## config.mk

```make
export PLATFORM = sky130hd
export DESIGN_NAME = qenc_counter_if
export DESIGN_NICKNAME = d
export VERILOG_FILES = /design/src/rtl/qenc_pkg.sv /design/src/rtl/qenc_sync_decode.sv /design/src/rtl/qenc_count_core.sv /design/src/rtl/qenc_host_port.sv /design/src/rtl/qenc_counter_if.sv
export SDC_FILE = /design/constraint.sdc
export NUM_CORES = 1
export LEC_CHECK = 0
export ABC_AREA = 1
export BUFFER_PORTS_ARGS = -buffer_cell sky130_fd_sc_hd__buf_2
export CORE_ASPECT_RATIO = 1.25
export CORE_MARGIN = 5
export CORE_UTILIZATION = 50
export CTS_CLUSTER_DIAMETER = 120
export DETAILED_ROUTE_END_ITERATION = 8
export MAX_ROUTING_LAYER = met4
export PLACE_DENSITY = 0.73
export REMOVE_ABC_BUFFERS = 1
export SLEW_MARGIN = 20
export SYNTH_ARGS = -nofsm -noshare
export SYNTH_HDL_FRONTEND = slang
export SYNTH_SLANG_ARGS = --single-unit
```

## constraint.sdc

```tcl
create_clock -name clk -period 2.56 [get_ports clk]
set_clock_uncertainty 0.1 [all_clocks]
set_input_delay 0.512 -clock clk [delete_from_list [all_inputs] [get_ports clk]]
set_output_delay 0.512 -clock clk [all_outputs]
set_load 0.01 [all_outputs]
```

## src/rtl/qenc_pkg.sv

```systemverilog
// Package: shared command codes and default widths for the quadrature
// encoder counter. Assumes one command per control-port write.
package qenc_pkg;
    localparam int unsigned BYTE_W_DEF = 8;
    localparam int unsigned CNT_W_DEF  = 24;

    localparam logic [7:0] CMD_PTR_RST  = 8'h01;
    localparam logic [7:0] CMD_CNT_CLR  = 8'h02;
    localparam logic [7:0] CMD_FLAG_CLR = 8'h06;
    localparam logic [7:0] CMD_LOAD     = 8'h08;
    localparam logic [7:0] CMD_SNAP     = 8'h10;
    localparam logic [7:0] CMD_DIV_XFER = 8'h18;
    localparam logic [7:0] CMD_QUAD_X4  = 8'h38;
endpackage

```

## src/rtl/qenc_sync_decode.sv

```systemverilog
// Module: two-flop synchroniser per phase plus x4 quadrature edge decoder.
// Assumes phases change no faster than once per two core clocks.
// A-leading order (00,10,11,01 on {A,B}) yields step_up; the reverse yields
// step_dn; a double change yields neither.
module qenc_sync_decode (
    input  logic clk,
    input  logic rst_n,
    input  logic enc_a,
    input  logic enc_b,
    output logic step_up,
    output logic step_dn
);
    logic [1:0] ab_s1, ab_s2, ab_prev;

    // Resynchronise both phases and remember the last settled state.
    always_ff @(posedge clk) begin
        if (!rst_n) begin
            ab_s1   <= '0;
            ab_s2   <= '0;
            ab_prev <= '0;
        end else begin
            ab_s1   <= {enc_a, enc_b};
            ab_s2   <= ab_s1;
            ab_prev <= ab_s2;
        end
    end

    // Classify the move between the previous and current settled state.
    always_comb begin
        step_up = 1'b0;
        step_dn = 1'b0;
        case ({ab_prev, ab_s2})
            4'b00_10, 4'b10_11, 4'b11_01, 4'b01_00: step_up = 1'b1;
            4'b10_00, 4'b11_10, 4'b01_11, 4'b00_01: step_dn = 1'b1;
            default: ;
        endcase
    end
endmodule

```

## src/rtl/qenc_count_core.sv

```systemverilog
// Module: position register with clear, preset load, up/down step and a
// sticky wrap flag. Assumes at most one of the steps is high per cycle.
// Clear beats load, load beats stepping; a wrap beats a flag clear.
module qenc_count_core #(
    parameter int unsigned CNT_W = 24
) (
    input  logic             clk,
    input  logic             rst_n,
    input  logic             count_en,
    input  logic             step_up,
    input  logic             step_dn,
    input  logic             cnt_clr,
    input  logic             cnt_load,
    input  logic [CNT_W-1:0] preset,
    input  logic             flag_clr,
    output logic [CNT_W-1:0] cnt,
    output logic             eflag
);
    localparam logic [CNT_W-1:0] CNT_MAX = {CNT_W{1'b1}};

    logic go_up, go_dn, wrap_evt;

    // Qualify steps with the enable and detect a wrap in either direction.
    always_comb begin
        go_up    = count_en && step_up;
        go_dn    = count_en && step_dn;
        wrap_evt = (go_up && cnt == CNT_MAX) || (go_dn && cnt == '0);
    end

    // Update the position register.
    always_ff @(posedge clk) begin
        if (!rst_n)        cnt <= '0;
        else if (cnt_clr)  cnt <= '0;
        else if (cnt_load) cnt <= preset;
        else if (go_up)    cnt <= cnt + 1'b1;
        else if (go_dn)    cnt <= cnt - 1'b1;
    end

    // Hold the sticky wrap flag.
    always_ff @(posedge clk) begin
        if (!rst_n)        eflag <= 1'b0;
        else if (wrap_evt) eflag <= 1'b1;
        else if (flag_clr) eflag <= 1'b0;
    end
endmodule

```

## src/rtl/qenc_host_port.sv

```systemverilog
// Module: byte-wide host side. Decodes commands, keeps the saturating byte
// pointer, the preset register, the snapshot latch, the divider value and
// the x4 enable. Assumes host_wr and host_rd are single-cycle strobes.
module qenc_host_port
    import qenc_pkg::*;
#(
    parameter int unsigned CNT_W  = 24,
    parameter int unsigned BYTE_W = 8
) (
    input  logic                              clk,
    input  logic                              rst_n,
    input  logic                              host_ctrl,
    input  logic                              host_wr,
    input  logic                              host_rd,
    input  logic [BYTE_W-1:0]                 host_wdata,
    input  logic [CNT_W-1:0]                  cnt,
    output logic [BYTE_W-1:0]                 host_rdata,
    output logic [CNT_W-1:0]                  preset,
    output logic [BYTE_W-1:0]                 filt_div,
    output logic [$clog2(CNT_W/BYTE_W)-1:0]   bptr,
    output logic                              quad_en,
    output logic                              cmd_clr,
    output logic                              cmd_load,
    output logic                              cmd_fclr
);
    localparam int unsigned NBYTES = CNT_W / BYTE_W;
    localparam int unsigned PTR_W  = $clog2(NBYTES);
    localparam logic [PTR_W-1:0] PTR_LAST = PTR_W'(NBYTES - 1);

    logic ctrl_wr, data_wr, data_rd;
    logic cmd_prst, cmd_snap, cmd_div, cmd_quad;
    logic [CNT_W-1:0] snap;

    // Split strobes by port and decode the command byte.
    always_comb begin
        ctrl_wr  = host_wr && host_ctrl;
        data_wr  = host_wr && !host_ctrl;
        data_rd  = host_rd && !host_ctrl;
        cmd_prst = ctrl_wr && (host_wdata == CMD_PTR_RST);
        cmd_clr  = ctrl_wr && (host_wdata == CMD_CNT_CLR);
        cmd_fclr = ctrl_wr && (host_wdata == CMD_FLAG_CLR);
        cmd_load = ctrl_wr && (host_wdata == CMD_LOAD);
        cmd_snap = ctrl_wr && (host_wdata == CMD_SNAP);
        cmd_div  = ctrl_wr && (host_wdata == CMD_DIV_XFER);
        cmd_quad = ctrl_wr && (host_wdata == CMD_QUAD_X4);
    end

    // Byte pointer: reset by command, advance on data access, stop at the top.
    always_ff @(posedge clk) begin
        if (!rst_n)                                         bptr <= '0;
        else if (cmd_prst)                                  bptr <= '0;
        else if ((data_wr || data_rd) && bptr != PTR_LAST)  bptr <= bptr + 1'b1;
    end

    // Preset bytes, one register slice per pointer position.
    for (genvar i = 0; i < NBYTES; i++) begin : g_preset
        always_ff @(posedge clk) begin
            if (!rst_n)
                preset[i*BYTE_W +: BYTE_W] <= '0;
            else if (data_wr && bptr == PTR_W'(i))
                preset[i*BYTE_W +: BYTE_W] <= host_wdata;
        end
    end

    // Snapshot latch of the live count.
    always_ff @(posedge clk) begin
        if (!rst_n)        snap <= '0;
        else if (cmd_snap) snap <= cnt;
    end

    // Filter divider value and x4 counting enable.
    always_ff @(posedge clk) begin
        if (!rst_n) begin
            filt_div <= '0;
            quad_en  <= 1'b0;
        end else begin
            if (cmd_div)  filt_div <= preset[BYTE_W-1:0];
            if (cmd_quad) quad_en  <= 1'b1;
        end
    end

    // Present the snapshot byte selected by the pointer.
    always_comb begin
        host_rdata = '0;
        for (int k = 0; k < NBYTES; k++)
            if (bptr == PTR_W'(k)) host_rdata = snap[k*BYTE_W +: BYTE_W];
    end
endmodule

```

## src/rtl/qenc_counter_if.sv

```systemverilog
// Module: top of the quadrature encoder counter. Joins the phase decoder,
// the position core and the host port. Assumes CNT_W is a multiple of BYTE_W.
module qenc_counter_if
    import qenc_pkg::*;
#(
    parameter int unsigned CNT_W  = CNT_W_DEF,
    parameter int unsigned BYTE_W = BYTE_W_DEF
) (
    input  logic              clk,
    input  logic              rst_n,
    input  logic              enc_a,
    input  logic              enc_b,
    input  logic              host_ctrl,
    input  logic              host_wr,
    input  logic              host_rd,
    input  logic [BYTE_W-1:0] host_wdata,
    output logic [BYTE_W-1:0] host_rdata,
    output logic              enc_eflag,
    output logic [BYTE_W-1:0] filt_div
);
    localparam int unsigned PTR_W = $clog2(CNT_W / BYTE_W);

    logic             step_up, step_dn, quad_en;
    logic             cmd_clr, cmd_load, cmd_fclr;
    logic [CNT_W-1:0] cnt, preset;
    logic [PTR_W-1:0] bptr;

    qenc_sync_decode u_dec (
        .clk     (clk),
        .rst_n   (rst_n),
        .enc_a   (enc_a),
        .enc_b   (enc_b),
        .step_up (step_up),
        .step_dn (step_dn)
    );

    qenc_count_core #(.CNT_W(CNT_W)) u_core (
        .clk      (clk),
        .rst_n    (rst_n),
        .count_en (quad_en),
        .step_up  (step_up),
        .step_dn  (step_dn),
        .cnt_clr  (cmd_clr),
        .cnt_load (cmd_load),
        .preset   (preset),
        .flag_clr (cmd_fclr),
        .cnt      (cnt),
        .eflag    (enc_eflag)
    );

    qenc_host_port #(.CNT_W(CNT_W), .BYTE_W(BYTE_W)) u_host (
        .clk        (clk),
        .rst_n      (rst_n),
        .host_ctrl  (host_ctrl),
        .host_wr    (host_wr),
        .host_rd    (host_rd),
        .host_wdata (host_wdata),
        .cnt        (cnt),
        .host_rdata (host_rdata),
        .preset     (preset),
        .filt_div   (filt_div),
        .bptr       (bptr),
        .quad_en    (quad_en),
        .cmd_clr    (cmd_clr),
        .cmd_load   (cmd_load),
        .cmd_fclr   (cmd_fclr)
    );
endmodule

```

* Word-level counts from Yosys, hierarchy flattened
Index checks and enable logic that the tools add are counted.
** Storage, ports and cells
- Flip-flop bits (word level) :: 90
- Word-level logic and storage cells :: 74
- Bits of input ports :: 15
** Operators by class
- Eq/ne operators :: 19
- Mux-type cells :: 10
- Reduce and logical (&&, ||, !) cells :: 29
- Add/sub/neg operators :: 3
- Bitwise gates (word level) :: 1
** Operator list (count)
- 24-bit two-way mux :: 3
- 24-bit by 1-bit adder with 24-bit output (second input constant) :: 1
- 24-bit equality test (second input constant) :: 1
- 24-bit logical NOT :: 1
- 8-bit two-way mux :: 3
- 24-bit by 1-bit subtractor with 24-bit output (second input constant) :: 1
- 1-bit logical AND :: 18
- 4-bit equality test (second input constant) :: 4
- 8-bit by 5-bit equality test with 1-bit output (second input constant) :: 2
- 4-bit by 3-bit equality test with 1-bit output (second input constant) :: 2
- 8-bit by 1-bit equality test with 1-bit output (second input constant) :: 1
- 8-bit by 2-bit equality test with 1-bit output (second input constant) :: 1
- 8-bit by 3-bit equality test with 1-bit output (second input constant) :: 1
- 8-bit by 4-bit equality test with 1-bit output (second input constant) :: 1
- 8-bit by 6-bit equality test with 1-bit output (second input constant) :: 1
- 4-bit OR reduction :: 2
- 4-bit by 1-bit equality test with 1-bit output (second input constant) :: 1
- 4-bit by 2-bit equality test with 1-bit output (second input constant) :: 1
- 1-bit two-way mux :: 4
- 2-bit OR reduction :: 2
- 3-bit nonzero test :: 1
- 2-bit by 1-bit adder with 2-bit output (second input constant) :: 1
- 2-bit by 1-bit equality test with 1-bit output (second input constant) :: 1
- 2-bit equality test (second input constant) :: 1
- 6 further kinds :: 7

* Depth between registers and ports, before layout
- Depth after elaboration :: 7
- Mapped depth :: 16
- Mapped depth without buffers :: 16

* Cells and area by module
Synthesis repeated with hierarchy kept, for this count alone.
** Unflattened totals
- Cell total of the unflattened synthesis :: 949
- Area total of the unflattened synthesis :: 5881.9 um2
** Modules (own cells, without submodules)
- qenc_count_core :: cells an instance 524, instances 1, sequential area each 500.5 um2, area an instance 3006.6 um2
- qenc_host_port :: cells an instance 389, instances 1, sequential area each 1181.1 um2, area an instance 2642.5 um2
- qenc_sync_decode :: cells an instance 36, instances 1, sequential area each 120.1 um2, area an instance 232.7 um2

* Worst setup path before layout
Ideal clock, no wire load.
- Path kind :: reg2reg
- From :: reg u_dec.ab_s2[1]
- To :: reg u_core.cnt[11]
- Arrival :: 2222 ps
- Setup slack :: 118 ps
- Data required time :: 2340 ps
- Period minus slack after synthesis :: 2442 ps
- Path buffers :: 0
- Stages on the path, launching flop included :: 14
- Path through :: dfxtp_1 -> inv_1 -> nand2_1 -> nand2_1 -> nand3_2 -> ha_1 -> or2_1 -> nand3_1 -> nand2_1 -> nand2_1 -> nand2_1 -> or2_1 -> nand3_1 -> a21oi_1
** Between the ends
- Word-level cells in the longest chain between the ends :: 6
** Ends and longest elaborated chain
- from (decl) :: RTL line qenc_sync_decode.sv:13 : logic [1:0] ab_s1, ab_s2, ab_prev;
- from (signal assigned) :: RTL line qenc_sync_decode.sv:23 : ab_s2 <= ab_s1;
- 4-bit by 2-bit equality test with 1-bit output (tied with other cells) :: RTL line qenc_sync_decode.sv:32 : case ({ab_prev, ab_s2})
- 4-bit OR reduction :: RTL line qenc_sync_decode.sv:32
- 1-bit two-way mux :: RTL line qenc_sync_decode.sv:32
- 1-bit logical AND :: RTL line qenc_count_core.sv:25 : go_up = count_en && step_up;
- 24-bit two-way mux :: RTL line qenc_count_core.sv:35 : else if (go_up) cnt <= cnt + 1'b1;
- 24-bit two-way mux :: RTL line qenc_count_core.sv:34 : else if (cnt_load) cnt <= preset;
- to (signal assigned) :: RTL line qenc_count_core.sv:34
- to (signal assigned) :: RTL line qenc_count_core.sv:35
- to (signal assigned) :: RTL line qenc_count_core.sv:36 : else if (go_dn) cnt <= cnt - 1'b1;
- to (decl) :: RTL line qenc_count_core.sv:16 : output logic [CNT_W-1:0] cnt,
Several ways; a longest one is shown, not always the timed one.
A chain may end at the register's enable or synchronous reset.

* Worst setup path after layout
- From :: reg u_dec.ab_s2[0]
- To :: reg u_core.cnt[14]
The elaborated chain is that of the path after synthesis.

==> run_summary.xml <==
<?xml version="1.0" encoding="UTF-8"?>
<metrics>
  <group name="clock_tree">
    <metric name="postCtsResizedCells" unit="">0</metric>
    <metric name="htree_levels" unit="">3</metric>
    <metric name="cts_buffers" unit="">9</metric>
    <metric name="post-cts-setup-buffers" unit="">0</metric>
    <metric name="clk-insertion-delay-late" unit="ns">0.35</metric>
    <metric name="clk_transition_reported_paths" unit="ns">0.06</metric>
    <metric name="cts_root_buf" unit="">sky130_fd_sc_hd__clkbuf_16</metric>
    <metric name="cts_tree" unit="">built</metric>
    <metric name="ctsHoldBuffers" unit="">0</metric>
    <metric name="cts_max_path_buffers" unit="">2</metric>
    <metric name="cts.sinks" unit="">90</metric>
  </group>
  <group name="timing">
    <metric name="unrepaired_setup_endpoints_after_global_routing" unit="">true</metric>
    <metric name="timing.final.max_slew_violations" unit="">0</metric>
    <metric name="max_freq" unit="GHz">0.406</metric>
    <metric name="fin_worst_hold_slack" unit="ns">0.249</metric>
    <metric name="tightest_slew" unit="ns">0.647</metric>
    <metric name="relSlewSlack" unit="">0.568</metric>
    <metric name="final.period_utilization" unit="">0.963</metric>
    <metric name="number_of_failing_setup_endpoints_in_the_final_timing_report" unit="">0</metric>
    <metric name="period_minus_slack" unit="ns">2.46</metric>
    <metric name="timing.final.hold_violations" unit="">0</metric>
  </group>
  <group name="routing">
    <metric name="postRouteWirelength" unit="um">15600</metric>
    <metric name="detail-route-antenna-nets" unit="">0</metric>
    <metric name="detailroute.via_count" unit="">5434</metric>
    <metric name="drt_iter0_drc" unit="">388</metric>
    <metric name="route.detailed.wl_per_inst" unit="um">15.5</metric>
    <metric name="detail_route.drc_violations" unit="">0</metric>
    <metric name="route.detailed.vias_per_inst" unit="">5.41</metric>
    <metric name="first_pass_iters" unit="">5</metric>
  </group>
  <group name="die">
    <metric name="design.portCount" unit="">32</metric>
    <metric name="fp.dieW" unit="um">104</metric>
    <metric name="dieHeight" unit="um">128</metric>
    <metric name="die_area" unit="um^2">13300</metric>
    <metric name="initial_utilization" unit="">0.506</metric>
    <metric name="floorplan.rows" unit="">43</metric>
    <metric name="core_region_area" unit="um^2">11000</metric>
  </group>
  <group name="min_path">
    <metric name="worst_hold_startpoint" unit="">enc_b</metric>
    <metric name="min_delay_path_depth" unit="">3</metric>
    <metric name="hold_path.class" unit="">in -&gt; reg</metric>
    <metric name="holdPathEnd" unit="">u_dec.ab_s1[0]</metric>
  </group>
  <group name="power_and_ir_drop">
    <metric name="power_density" unit="nW/um^2">461</metric>
    <metric name="vdd_drop_max" unit="uV">501</metric>
    <metric name="static-leakage-power" unit="nW">2.87</metric>
  </group>
  <group name="critical_path">
    <metric name="worstSetupStartpointType" unit="">register</metric>
    <metric name="critPathMaxFanout" unit="">14</metric>
    <metric name="cp_data_required_time" unit="ns">2.73</metric>
    <metric name="crit_arrival" unit="ns">2.63</metric>
    <metric name="worst_r2r_startpoint" unit="">u_dec.ab_s2[0]</metric>
    <metric name="worst-r2r-cell-count" unit="">14</metric>
    <metric name="setup.worst_path.end_class" unit="">register</metric>
    <metric name="timing_worst_setup_path_type" unit="">reg -&gt; reg</metric>
    <metric name="rr_endpoint" unit="">u_core.cnt[14]</metric>
    <metric name="timing.reg2reg.setup_slack" unit="ns">0.1</metric>
  </group>
  <group name="grt">
    <metric name="grt_pass1_vias" unit="">5105</metric>
    <metric name="track_usage" unit="">0.235</metric>
    <metric name="grt_overflow_total" unit="">0</metric>
    <metric name="wire_length_of_the_first_global_routing_pass" unit="um">24900</metric>
    <metric name="maximum_number_of_pins_on_one_net_before_global_route_repair" unit="">41</metric>
    <metric name="number_of_antenna_violations_at_the_first_check_in_global_routing" unit="">0</metric>
  </group>
  <group name="logic_synthesis">
    <metric name="synth.largest_area_cell" unit="">sky130_fd_sc_hd__dfxtp_1</metric>
    <metric name="yosys.area.top_type_share" unit="">0.324</metric>
    <metric name="post_synth.cell_area_avg" unit="um^2">6.65</metric>
    <metric name="fraction_of_the_yosys_area_taken_by_sequential_cells" unit="">0.324</metric>
    <metric name="netlist_top_cells_area" unit="">sky130_fd_sc_hd__dfxtp_1 32%, sky130_fd_sc_hd__nand2_1 13%, sky130_fd_sc_hd__inv_1 8.6%</metric>
    <metric name="yosys_warning_total" unit="">0</metric>
    <metric name="post_synth_inst_count" unit="">835</metric>
    <metric name="async_s_r_ff_share_synth" unit="">0</metric>
    <metric name="synth_edf_count" unit="">0</metric>
    <metric name="synth_ff_type" unit="">sky130_fd_sc_hd__dfxtp_1</metric>
    <metric name="mapped_area" unit="um^2">5560</metric>
    <metric name="yosysMostFrequentCell" unit="">sky130_fd_sc_hd__nand2_1</metric>
    <metric name="synth_cell_types" unit="">42</metric>
    <metric name="ys_top_cells_by_count" unit="">199 x sky130_fd_sc_hd__nand2_1, 128 x sky130_fd_sc_hd__inv_1, 90 x sky130_fd_sc_hd__dfxtp_1, 90 x sky130_fd_sc_hd__nor2_1, 78 x sky130_fd_sc_hd__a21oi_1</metric>
    <metric name="synth_seq_cells" unit="">90</metric>
  </group>
  <group name="placement">
    <metric name="gp_routability_congestion" unit="">1.01</metric>
    <metric name="buffer_ports.inserted" unit="">31</metric>
    <metric name="hpwl" unit="um">11500</metric>
    <metric name="numPlacedInstances" unit="">989</metric>
  </group>
  <group name="final_layout">
    <metric name="antennaDiodeCount" unit="">0</metric>
    <metric name="stdcell_count" unit="">1005</metric>
    <metric name="filler_cell_count" unit="">1094</metric>
    <metric name="multi_input_area" unit="um^2">3230</metric>
    <metric name="flow.area_growth_from_synthesis" unit="%">13.0</metric>
    <metric name="ff_latch_area" unit="um^2">1800</metric>
    <metric name="post_route_cells_drive_above_1_share" unit="">0.140</metric>
    <metric name="finish.net_count" unit="">908</metric>
    <metric name="final_util" unit="">0.572</metric>
  </group>
  <group name="status">
    <metric name="outcome" unit="">completed</metric>
  </group>
  <group name="job">
    <metric name="timing.max_cap.violations" unit="">0</metric>
  </group>
</metrics>
## critical path, stage by stage (launching register included)
cell and delay [ns]:
sky130_fd_sc_hd__dfxtp_1 0.35, sky130_fd_sc_hd__inv_1 0.05, sky130_fd_sc_hd__nand2_1 0.09, sky130_fd_sc_hd__nand2_1 0.11
sky130_fd_sc_hd__nand3_4 0.12, sky130_fd_sc_hd__buf_12 0.17, sky130_fd_sc_hd__ha_2 0.32, sky130_fd_sc_hd__or2_2 0.31
sky130_fd_sc_hd__nand3_1 0.11, sky130_fd_sc_hd__nand2_1 0.13, sky130_fd_sc_hd__nand3_1 0.13, sky130_fd_sc_hd__nand3_1 0.07
sky130_fd_sc_hd__nand2_1 0.08, sky130_fd_sc_hd__nand3_1 0.08, sky130_fd_sc_hd__a21oi_1 0.15
## area by class of cell
cell class / instances / share of cell area
clock inverter: 5 / 0.00658
sequential: 90 / 0.287
timing repair buffer: 46 / 0.0494
clock buffer: 10 / 0.0365
multi-input combinational: 587 / 0.514
tap: 135 / 0.0269
inverter: 132 / 0.0791
## power breakdown
group          leakage, nW  total [mW]  switching [mW]  internal, mW
Sequential           0.728        1.45          0.0185          1.43
Combinational         2.01       0.213           0.140        0.0726
Clock                0.125        1.23           0.574         0.660
## routing by layer
layer  vias to the layer above  share of wire  track usage
li1                       2779              -            -
met1                      2454           0.43        0.287
met2                       156           0.48        0.382
met3                        45          0.049       0.0353
met4                         0          0.041        0.112
met5                         -              0            -
## state kept, by name, summed over array words and instances (netlist names)
name / flops
u_dec.ab_s2: 2
u_host.filt_div: 8
u_host.preset: 24
u_core.cnt: 24
u_dec.ab_prev: 2
u_core.eflag: 1
u_host.bptr: 2
u_dec.ab_s1: 2
u_host.quad_en: 1
u_host.snap: 24
## through the flow
stage	setup TNS (ns)	power, mW	cell area, um^2	setup WS [ns]
final	0	2.89	6280	0.0954
after global routing	-0.226	2.99	6280	-0.0777
after CTS	0	2.90	6110	0.0526
after detailed placement	0	1.69	5840	0.0805
after global placement	0	1.68	5840	0.0790
after floorplan	0	1.60	5390	0.0933
## worst max path at each step
stage / startpoint / endpoint / slack (ns) / depth (start not counted)
4_1_cts: u_dec.ab_s2[0] / u_core.cnt[18] / 0.05 / 15
3_3_place_gp: u_dec.ab_s2[1] / u_core.cnt[18] / 0.08 / 15
2_1_floorplan: u_dec.ab_s2[1] / u_core.cnt[11] / 0.09 / 13
5_1_grt: u_dec.ab_s2[0] / u_core.cnt[14] / -0.08 / 14
3_5_place_dp: u_dec.ab_s2[1] / u_core.cnt[18] / 0.08 / 14
6_report: u_dec.ab_s2[0] / u_core.cnt[14] / 0.1 / 14
## cell usage in the layout, fill, tap and decap left out, types with 3 or more instances in the layout
cell type,n
sky130_fd_sc_hd__ha_4,4
sky130_fd_sc_hd__nand3_2,3
sky130_fd_sc_hd__buf_4,12
sky130_fd_sc_hd__a21oi_2,3
sky130_fd_sc_hd__nand3_1,39
sky130_fd_sc_hd__nor2_2,13
sky130_fd_sc_hd__dfxtp_1,90
sky130_fd_sc_hd__ha_1,15
sky130_fd_sc_hd__a21oi_1,75
sky130_fd_sc_hd__nand2_2,6
sky130_fd_sc_hd__nor2_4,4
sky130_fd_sc_hd__nor4_1,6
sky130_fd_sc_hd__xor2_1,7
sky130_fd_sc_hd__nand4_1,17
sky130_fd_sc_hd__or2_1,3
sky130_fd_sc_hd__nand3b_1,12
sky130_fd_sc_hd__a22oi_2,10
sky130_fd_sc_hd__or2_2,3
sky130_fd_sc_hd__inv_1,128
sky130_fd_sc_hd__nor3_1,3
sky130_fd_sc_hd__nand2_1,193
sky130_fd_sc_hd__ha_2,7
sky130_fd_sc_hd__a22oi_1,7
sky130_fd_sc_hd__a31oi_1,7
sky130_fd_sc_hd__buf_2,31
sky130_fd_sc_hd__nor2_1,80
sky130_fd_sc_hd__o21ai_1,12
sky130_fd_sc_hd__clkbuf_16,10
sky130_fd_sc_hd__o21ai_0,45
## logic make-up (layout without fill, tap and decap cells)
| group | after synthesis | count (layout) | share of synthesized area |
|---|---|---|---|
| buffers and inverters | 158 | 193 | 0.120 |
| adders and majority gates | 27 | 27 | 0.0622 |
| xor gates and xnor gates | 7 | 7 | 0.0110 |
| DFF | 90 | 90 | 0.324 |
| and+or+nand+nor | 387 | 387 | 0.308 |
| AOI/OAI and AO/OA | 165 | 165 | 0.173 |
| muxes | 1 | 1 | 0.00203 |
Note: power is estimated with default switching activity, not from simulation.
